===== config.mk =====
export PLATFORM = sky130hd
export DESIGN_NAME = strobe_fifo
export DESIGN_NICKNAME = d
export VERILOG_FILES = /design/src/rtl/fifo_pkg.sv /design/src/rtl/fifo_strobe_edge.sv /design/src/rtl/fifo_store.sv /design/src/rtl/fifo_ctrl.sv /design/src/rtl/strobe_fifo.sv
export SDC_FILE = /design/constraint.sdc
export NUM_CORES = 2
export LEC_CHECK = 0
export BUFFER_PORTS_ARGS = -buffer_cell sky130_fd_sc_hd__buf_2
export CORE_MARGIN = 10
export CORE_UTILIZATION = 45
export DETAILED_ROUTE_END_ITERATION = 10
export SLEW_MARGIN = 10
export SYNTH_ARGS = -nofsm -noshare
export SYNTH_HDL_FRONTEND = slang
export SYNTH_MEMORY_MAX_BITS = 65536
export SYNTH_SLANG_ARGS = --single-unit
export TNS_END_PERCENT = 30

===== constraint.sdc =====
create_clock -name clk -period 3.2 [get_ports clk]
set_input_delay 0.16 -clock clk [delete_from_list [all_inputs] [get_ports clk]]
set_output_delay 0.16 -clock clk [all_outputs]
set_load 0.02 [all_outputs]

===== src/rtl/fifo_pkg.sv =====
package fifo_pkg;
   localparam int WORD_W = 9;
   localparam int MIN_DEPTH = 256;
   localparam int MAX_DEPTH = 4096;

   typedef logic [WORD_W-1:0] word_t;

   function automatic bit depth_ok(input int dep);
      return (dep >= MIN_DEPTH) && (dep <= MAX_DEPTH) && ((dep & (dep - 1)) == 0);
   endfunction
endpackage


===== src/rtl/fifo_strobe_edge.sv =====
module fifo_strobe_edge (
   input  logic clk,
   input  logic rst_n,
   input  logic strobe_n,
   output logic fall,
   output logic held_low
);
   logic last_q;

   always_ff @(posedge clk) begin
      if (!rst_n) last_q <= 1'b1;
      else        last_q <= strobe_n;
   end

   assign fall     = last_q & ~strobe_n;
   assign held_low = ~last_q;

   // two transitions can never be detected in consecutive cycles
   p_single_fall_r2: assert property (@(posedge clk) disable iff (!rst_n)
      fall |=> !fall);
endmodule


===== src/rtl/fifo_store.sv =====
module fifo_store
   import fifo_pkg::*;
#(
   parameter int DEPTH = 512,
   localparam int AW = $clog2(DEPTH)
) (
   input  logic          clk,
   input  logic          rst_n,
   input  logic          we,
   input  logic [AW-1:0] waddr,
   input  word_t         wdata,
   input  logic          re,
   input  logic [AW-1:0] raddr,
   output word_t         rdata
);
   word_t mem [DEPTH];

   always_ff @(posedge clk) begin
      if (we) mem[waddr] <= wdata;
   end

   always_ff @(posedge clk) begin
      if (!rst_n)  rdata <= '0;
      else if (re) rdata <= mem[raddr];
   end

   // an accepted read and an accepted write never share a location
   p_no_collide_r10: assert property (@(posedge clk) disable iff (!rst_n)
      (we && re) |-> (waddr != raddr));
endmodule


===== src/rtl/fifo_ctrl.sv =====
module fifo_ctrl #(
   parameter int DEPTH  = 512,
   parameter bit EXPAND = 1'b0,
   localparam int AW = $clog2(DEPTH),
   localparam int CW = $clog2(DEPTH + 1)
) (
   input  logic          clk,
   input  logic          rst_n,
   input  logic          wr_fall,
   input  logic          rd_fall,
   input  logic          rt_req,
   output logic [AW-1:0] wr_addr,
   output logic [AW-1:0] rd_addr,
   output logic          wr_ok,
   output logic          rd_ok,
   output logic          empty,
   output logic          full,
   output logic          level_flag
);
   localparam logic [CW-1:0] FULL_CNT = CW'(DEPTH);
   localparam logic [CW-1:0] HALF_CNT = CW'(DEPTH / 2 + 1);
   localparam logic [CW-1:0] LAST_CNT = CW'(DEPTH - 1);

   logic [CW-1:0] occ;
   logic          token_q;

   assign empty = (occ == '0);
   assign full  = (occ == FULL_CNT);
   assign wr_ok = wr_fall & ~full;
   assign rd_ok = rd_fall & ~empty;

   always_ff @(posedge clk) begin
      if (!rst_n) begin
         wr_addr <= '0;
         rd_addr <= '0;
         occ     <= '0;
         token_q <= 1'b0;
      end else begin
         token_q <= 1'b0;
         if (rt_req) begin
            rd_addr <= '0;
            occ     <= CW'(wr_addr);
         end else begin
            if (wr_ok) wr_addr <= wr_addr + 1'b1;
            if (rd_ok) rd_addr <= rd_addr + 1'b1;
            occ     <= occ + CW'(wr_ok) - CW'(rd_ok);
            token_q <= wr_ok & ~rd_ok & (occ == LAST_CNT);
         end
      end
   end

   generate
      if (EXPAND) begin : g_token
         assign level_flag = token_q;
      end else begin : g_half
         assign level_flag = (occ >= HALF_CNT);
      end
   endgenerate

   // a dropped write leaves the write location where it was
   p_no_overflow_r4: assert property (@(posedge clk) disable iff (!rst_n)
      (full && wr_fall) |=> $stable(wr_addr));
   // a dropped read leaves the read location where it was
   p_no_underrun_r3: assert property (@(posedge clk) disable iff (!rst_n)
      (empty && rd_fall) |=> $stable(rd_addr));
   // replay rewinds the read side and leaves the write side alone
   p_rewind_r7: assert property (@(posedge clk) disable iff (!rst_n)
      rt_req |=> (rd_addr == '0) && $stable(wr_addr));
   // the write location only moves after a detected strobe transition
   p_step_src_r2: assert property (@(posedge clk) disable iff (!rst_n)
      !$stable(wr_addr) |-> $past(wr_fall));
   // the two blocking flags are never raised together
   p_flags_excl_r3: assert property (@(posedge clk) disable iff (!rst_n)
      !(empty && full));
endmodule


===== src/rtl/strobe_fifo.sv =====
module strobe_fifo
   import fifo_pkg::*;
#(
   parameter int DEPTH  = 512,
   parameter bit EXPAND = 1'b0,
   localparam int AW = $clog2(DEPTH)
) (
   input  logic              clk,
   input  logic              rst_n,
   input  logic              wr_n,
   input  logic              rd_n,
   input  logic              rt_n,
   input  logic [WORD_W-1:0] d,
   output logic [WORD_W-1:0] q,
   output logic              q_oe,
   output logic              empty,
   output logic              full,
   output logic              level_flag
);
   generate
      if (!depth_ok(DEPTH)) begin : g_bad_depth
         $error("strobe_fifo: DEPTH must be a power of two from 256 to 4096");
      end
   endgenerate

   logic          wr_fall, rd_fall, wr_held, rd_held, rt_req;
   logic          wr_ok, rd_ok;
   logic [AW-1:0] wr_addr, rd_addr;

   fifo_strobe_edge u_wr_edge (
      .clk(clk), .rst_n(rst_n), .strobe_n(wr_n),
      .fall(wr_fall), .held_low(wr_held)
   );

   fifo_strobe_edge u_rd_edge (
      .clk(clk), .rst_n(rst_n), .strobe_n(rd_n),
      .fall(rd_fall), .held_low(rd_held)
   );

   assign rt_req = ~rt_n & wr_n & rd_n;
   assign q_oe   = rd_held;

   fifo_ctrl #(.DEPTH(DEPTH), .EXPAND(EXPAND)) u_ctrl (
      .clk(clk), .rst_n(rst_n),
      .wr_fall(wr_fall), .rd_fall(rd_fall), .rt_req(rt_req),
      .wr_addr(wr_addr), .rd_addr(rd_addr),
      .wr_ok(wr_ok), .rd_ok(rd_ok),
      .empty(empty), .full(full), .level_flag(level_flag)
   );

   fifo_store #(.DEPTH(DEPTH)) u_store (
      .clk(clk), .rst_n(rst_n),
      .we(wr_ok), .waddr(wr_addr), .wdata(d),
      .re(rd_ok), .raddr(rd_addr), .rdata(q)
   );

   // the output is enabled only after the read strobe was seen low
   p_oe_follow_r6: assert property (@(posedge clk) disable iff (!rst_n)
      $past(rst_n) |-> (q_oe == !$past(rd_n)));
   // the data bus holds its value when no read is accepted
   p_hold_q_r1: assert property (@(posedge clk) disable iff (!rst_n)
      !rd_ok |=> $stable(q));
   // a strobe held low is not seen again
   p_held_no_step_r2: assert property (@(posedge clk) disable iff (!rst_n)
      wr_held |-> !wr_fall);
endmodule


# --- After elaboration in Yosys (flattened, before gate mapping) ---
# Memory sizes are Yosys's and may differ from the RTL's. A register that Yosys moved wholly into a read port is not among the register bits.
# Index checks and enable logic that the tools add are counted.
classes:
  add_sub_neg: 4
  n_mul: 0
  n_div: 0
  magnitude_cmp: 1
  eq_ne: 1
  shift: 0
  mux: 3
  bitwise: 14
  n_reduce_logical: 4
op_table:
  columns: ["cell", "n"]
  rows:
  - ["9-bit by 1-bit adder with 9-bit output (second input constant)", 2]
  - ["10-bit by 1-bit adder with 10-bit output", 1]
  - ["10-bit equality test (second input constant)", 1]
  - ["10-bit by 9-bit >= comparator with 1-bit output (second input constant)", 1]
  - ["10-bit logical NOT", 1]
  - ["10-bit by 1-bit subtractor with 10-bit output", 1]
  - ["9-bit two-way mux", 1]
  - ["1-bit NOT", 8]
  - ["1-bit bitwise AND", 6]
  - ["1-bit two-way mux", 2]
  - ["2-bit AND reduction", 1]
  - ["2-bit OR reduction", 1]
  - ["1-bit logical NOT", 1]
word_totals:
  reg_bits: 30
  latch_bits: 0
  mem_bits_rw: 4608
  romBits: 0
  input_bits: 14
  out_inout_bits: 13
  wordCells: 34
  mem_count: 1
mem_list:
  columns: ["name", "depth", "word_bits", "read_ports", "rd_clocked_by_memory_dff", "write_ports", "line_no", "rtl"]
  rows:
  - ["u_store.mem", 512, 9, 1, 1, 1, "fifo_store.sv:16", "word_t mem [DEPTH];"]

# --- Depth between registers and ports, before layout ---
logic_depth:
  depth_word: 6
  mapped_depth: 19
  mapped_depth_nobuf: 18

# --- Cells and area by module ---
# From an unflattened synthesis, not the netlist that was laid out.
hier_totals:
  cells_unflattened: 8645
  area_unflattened_um2: 181044.9
modules_own_cells:
  columns: ["module", "n_inst", "cells_per_inst", "area_each_um2", "seq_area_each_um2"]
  rows:
  - ["fifo_store", 1, 8400, 178976.7, 138552.9]
  - ["fifo_ctrl", 1, 236, 1986.9, 560.5]
  - ["fifo_strobe_edge", 2, 4, 36.3, 20.0]
  - ["strobe_fifo", 1, 1, 8.8, 0.0]

# --- Worst setup path after synthesis ---
# OpenSTA, ideal clock, no wires.
synth_timing:
  kind: "reg-to-reg"
  start: "register u_ctrl.occ[6]"
  end: "register u_ctrl.occ[8]"
  setup_ns: 0.133
  arrival_time_ns: 3.113
  required_time_ns: 3.067
  slack_ns: -0.045
  path_stages_with_launch: 18
  path_buffers: 1
  period_less_slack_ns: 3.245
  cell_sequence: "dfxtp_1 inv_1 ha_1 nor4bb_1 a311oi_1 buf_4 ha_1 inv_1 ha_1 fa_1 a21oi_1 o21bai_1 a21oi_1 o21bai_1 a21oi_1 o21bai_1 xnor2_1 o22ai_1"
synth_between:
  elab_cells_between_ends: 9
synth_lines:
  columns: ["item", "line_no", "rtl"]
  rows:
  - ["from (decl)", "fifo_ctrl.sv:24", "logic [CW-1:0] occ;"]
  - ["from (signal assigned)", "fifo_ctrl.sv:42", "occ <= CW'(wr_addr);"]
  - ["from (signal assigned)", "fifo_ctrl.sv:46", "occ <= occ + CW'(wr_ok) - CW'(rd_ok);"]
  - ["10-bit logical NOT", "fifo_ctrl.sv:27", "assign empty = (occ == '0);"]
  - ["1-bit NOT", "fifo_ctrl.sv:30", "assign rd_ok = rd_fall & ~empty;"]
  - ["1-bit bitwise AND", "fifo_ctrl.sv:30", null]
  - ["net rd_ok", "strobe_fifo.sv:27", "logic wr_ok, rd_ok;"]
  - ["10-bit by 1-bit subtractor with 10-bit output", "fifo_ctrl.sv:46", null]
  - ["9-bit two-way mux", "fifo_ctrl.sv:40", "if (rt_req) begin"]
# The timed path passes the listed nets, and every way through them passes these cells.
# A chain may end at the register's enable or synchronous reset.

==> Implementation_results.wiki <==
{| class="wikitable"
! Metric !! Value
|-
| Outcome || complete, but fails checks
|-
| Violated checks || negative setup slack
|-
| Die Outline Area || roughly 430,000 sq um
|-
| Startpoint kind of the worst setup timing path || flop
|-
| Initial antenna violation count || 28
|-
| Pin count of the biggest net entering global routing || 98
|-
| Commonest non-fill, non-tap cell in the layout || edfxtp_1
|-
| Arrival time reported for the critical path endpoint || 4.45 ns
|-
| Transition time of the tightest slew-check pin || around 1.3 ns
|-
| Cell count after synthesis || 8,564
|-
| Net Sw Frac || 22.6%
|-
| Final min period || approximately 3.5 ns
|-
| Cell Rows || 233
|-
| TritonCTS clock tree || built
|-
| Sequential share of power || between 40% and 50%
|-
| Internal power || roughly 100 mW
|-
| Post-synthesis async set-or-reset flop share || 0%
|-
| Relative contribution of the clock network to total power || 39.6%
|-
| Global-route wire length before repair || between 700 and 800 mm
|-
| Max-slew violations || 0
|-
| Core box area || 402,000 sq um
|-
| Number of register bits inferred by synthesis || 4,647
|-
| Pre-CTS setup slack || -1.20 ns
|-
| Relative slew slack || 11.5%
|-
| Sum of overflow across all layers after global routing || 0
|-
| Class of the tightest hold or removal check || primary input to flop
|-
| Number of global-route vias before repair || 97,500
|-
| Clock latency of the later-clocked register in the worst-skew pair || 1.01 ns
|-
| Number of cells on the worst hold path || 2
|-
| DRC || 0
|-
| Fmax || around 280 MHz
|-
| Clock edge transition at the registers on the reported setup and hold paths || 0.06 ns
|-
| Worst-case hold slack || 0.273 ns
|-
| Area of the mapped netlist || 182,000 sq um
|-
| MaxCap Viol Count || 0
|-
| Maximum buffer depth of the clock tree || 4
|-
| First-pass detailed-route iteration total || 6
|-
| Number of buffers created by CTS || around 460
|-
| Global-route usage over all layers || roughly a quarter
|-
| Number of distinct library cells after synthesis || 87
|-
| Total number of yosys warnings || 0
|-
| Most used cells in the layout excluding fill and tap cells || 4,608 x edfxtp_1, 1,293 x buf_4, 1,023 x mux4_2, 470 x clkbuf_16, 421 x nor2_1
|-
| Cell Area, Placed || 199,000 sq um
|-
| Sequential fraction of the synthesis area || 76.6%
|-
| Post-synth EDFFs || 4,608
|-
| Drt initial violations || 14,500
|-
| Initial standard-cell utilization of the core || between 40% and 50%
|-
| Leak || roughly 69 nW
|-
| Number of setup violations in the final report || 12
|-
| Detailed-route via count || 98,400
|-
| Post-detailed-route wirelength per cell || 35.3 um
|-
| Clock root buffer || clkbuf_16
|-
| Overall die height || approximately 660 um
|-
| Worst Clk Skew || 0.0692 ns
|-
| Routability congestion estimate || 0.902
|-
| H-tree Lvls || 5
|-
| Register-to-register setup slack || -0.34 ns
|-
| Minimum setup slack in the final design || -0.344 ns
|-
| Number of nets produced by synthesis || 8,602
|-
| Number of I/O port buffers || 26
|-
| Average instance area after synthesis || 21.2 sq um
|-
| Required time of the critical path || between 4 and 5 ns
|-
| Width of the die || 655 um
|-
| Worst reg-to-reg path cell count || 13
|-
| Via density per instance || 6.22
|-
| Final Hold Fails || 0
|-
| Most instantiated flip-flop cell in the synthesis netlist || edfxtp_1
|-
| Setup repair after global routing missed its margin || yes
|-
| CP Max Fanout || 8
|-
| Net Sw Power || 30.6 mW
|-
| Pwr Density || a little over 600 nW/um^2
|-
| Remaining number of nets flagged by the antenna check after routing || 0
|-
| Number of nets in the final layout || approximately 10,000
|-
| Category of the worst setup path capture point || flop
|-
| Startpoint-to-endpoint class of the critical path || flop to flop
|-
| Maximum ir drop on the vdd rail || between 0.5 and 0.6 mV
|-
| Post-detailed-routing wire length || roughly 560 mm
|-
| CTS Sinks || 4,647
|-
| Top-level port count || 27
|-
| Summed area of non-filler cells in the final layout || ~220,000 sq um
|-
| Power share of the combinational group || between 10% and 20%
|-
| Area added between synthesis and finish || 19.5%
|-
| Layout cells sized above 1 || 34.8%
|-
| Half-perimeter wire length of the detailed placement result || 360 mm
|-
| Post-route clock period utilization || 111%
|}
==> Yosys cell counts, drive strengths merged (77+ instances only) <==
cell	count	area, sq um
nor2	609	2290
a21oi	148	741
a221oi	77	699
mux4	1063	24100
buf	331	2670
mux2i	401	4010
clkbuf	201	980
o21ai	95	475
edfxtp	4608	138000
a22oi	83	628
nand2	254	956
o22ai	81	507
==> area by class of cell <==
type	instances	area, sq um
diodes	20	50.0
clock buffers	588	12200
clock inverters	265	2620
fillers	30600	185000
inverters	27	129
multi-input cells	3356	40400
flip-flops and latches	4647	139000
well taps	5287	6620
repair buffers	1624	15800
==> layer usage <==
| layer | track usage, % | share of wire (%) |
|---|---|---|
| met1 | 35.8 | 39 |
| met2 | 39.0 | 46 |
| met3 | 6.21 | 11 |
| met4 | 9.69 | 4.3 |
| met5 | 0 | 0.011 |
==> path summary, 6_finish.rpt <==
kind / from / endpoint
max reg2reg: u_ctrl.rd_addr[1] / u_store.rdata[4]
max: u_ctrl.rd_addr[1] / u_store.rdata[4]
min: d[1] / u_store.mem[221][1]
min reg2reg: u_store.rdata[4] / u_store.rdata[4]
==> what timing repair did <==
| item | CTS | global route |
|---|---|---|
| hold buffers | 17 | 0 |
| endpoints found under the setup margin | 2793 | 2486 |
| buffers inserted | 58 | 44 |
| hold endpoints to repair | 1511 | 0 |
| pin swaps | 32 | 43 |
| gates cloned | 10 | 1 |
| resized for setup | 355 | 144 |
==> flip-flops by register name, indices dropped and copies added, names as in the netlist <==
name	cells
u_ctrl.wr_addr	9
u_store.mem	4608
u_ctrl.rd_addr	9
u_rd_edge.last_q	1
u_wr_edge.last_q	1
u_ctrl.occ	10
u_store.rdata	9
==> power groups by stage <==
stage               Clock (mW)  Sequential, mW  Combinational, mW
floorplan                    0            68.3               7.95
global placement             0            68.4               13.1
detailed placement           0            68.4               13.3
CTS                       54.1            67.1               14.3
global route              56.6            67.0               15.4
finish                    53.6            67.1               14.7
==> worst max-delay path: stages, from the launching register on <==
cell      delay (ns)
dfxtp_4         0.46
buf_12          0.18
buf_4           0.22
and2_4          0.21
buf_12          0.19
buf_4           0.22
a22oi_1         0.08
a31oi_1         0.26
o21ai_0         0.22
a211oi_4        0.44
buf_4           0.19
a311o_2         0.21
nand4_1         0.18
a32o_1          0.33
==> per-stage QoR <==
step                instances  setup TNS (ns)  power, mW  utilization, %
CTS                     15800          -41.00        135            53.7
finish                  15800           -2.79        135            54.0
global placement        14800         -285.02       81.5            49.4
detailed placement      14800         -358.16       81.7            49.4
floorplan                8564               0       76.3               -
global route            15800           -3.72        139            53.9
==> cell families (layout without fill, tap and decap cells) <==
logic type	Yosys count	count (layout)	synth area share, %
compound gates	746	746	2.89
other cells	0	20	0
simple gates	1073	1073	2.47
buf+inv	561	2504	2.07
xor+xnor	22	22	0.106
fa+ha+maj	24	24	0.170
flops	4647	4647	76.6
mux	1491	1491	15.7
Note: power is estimated with default switching activity, not from simulation.
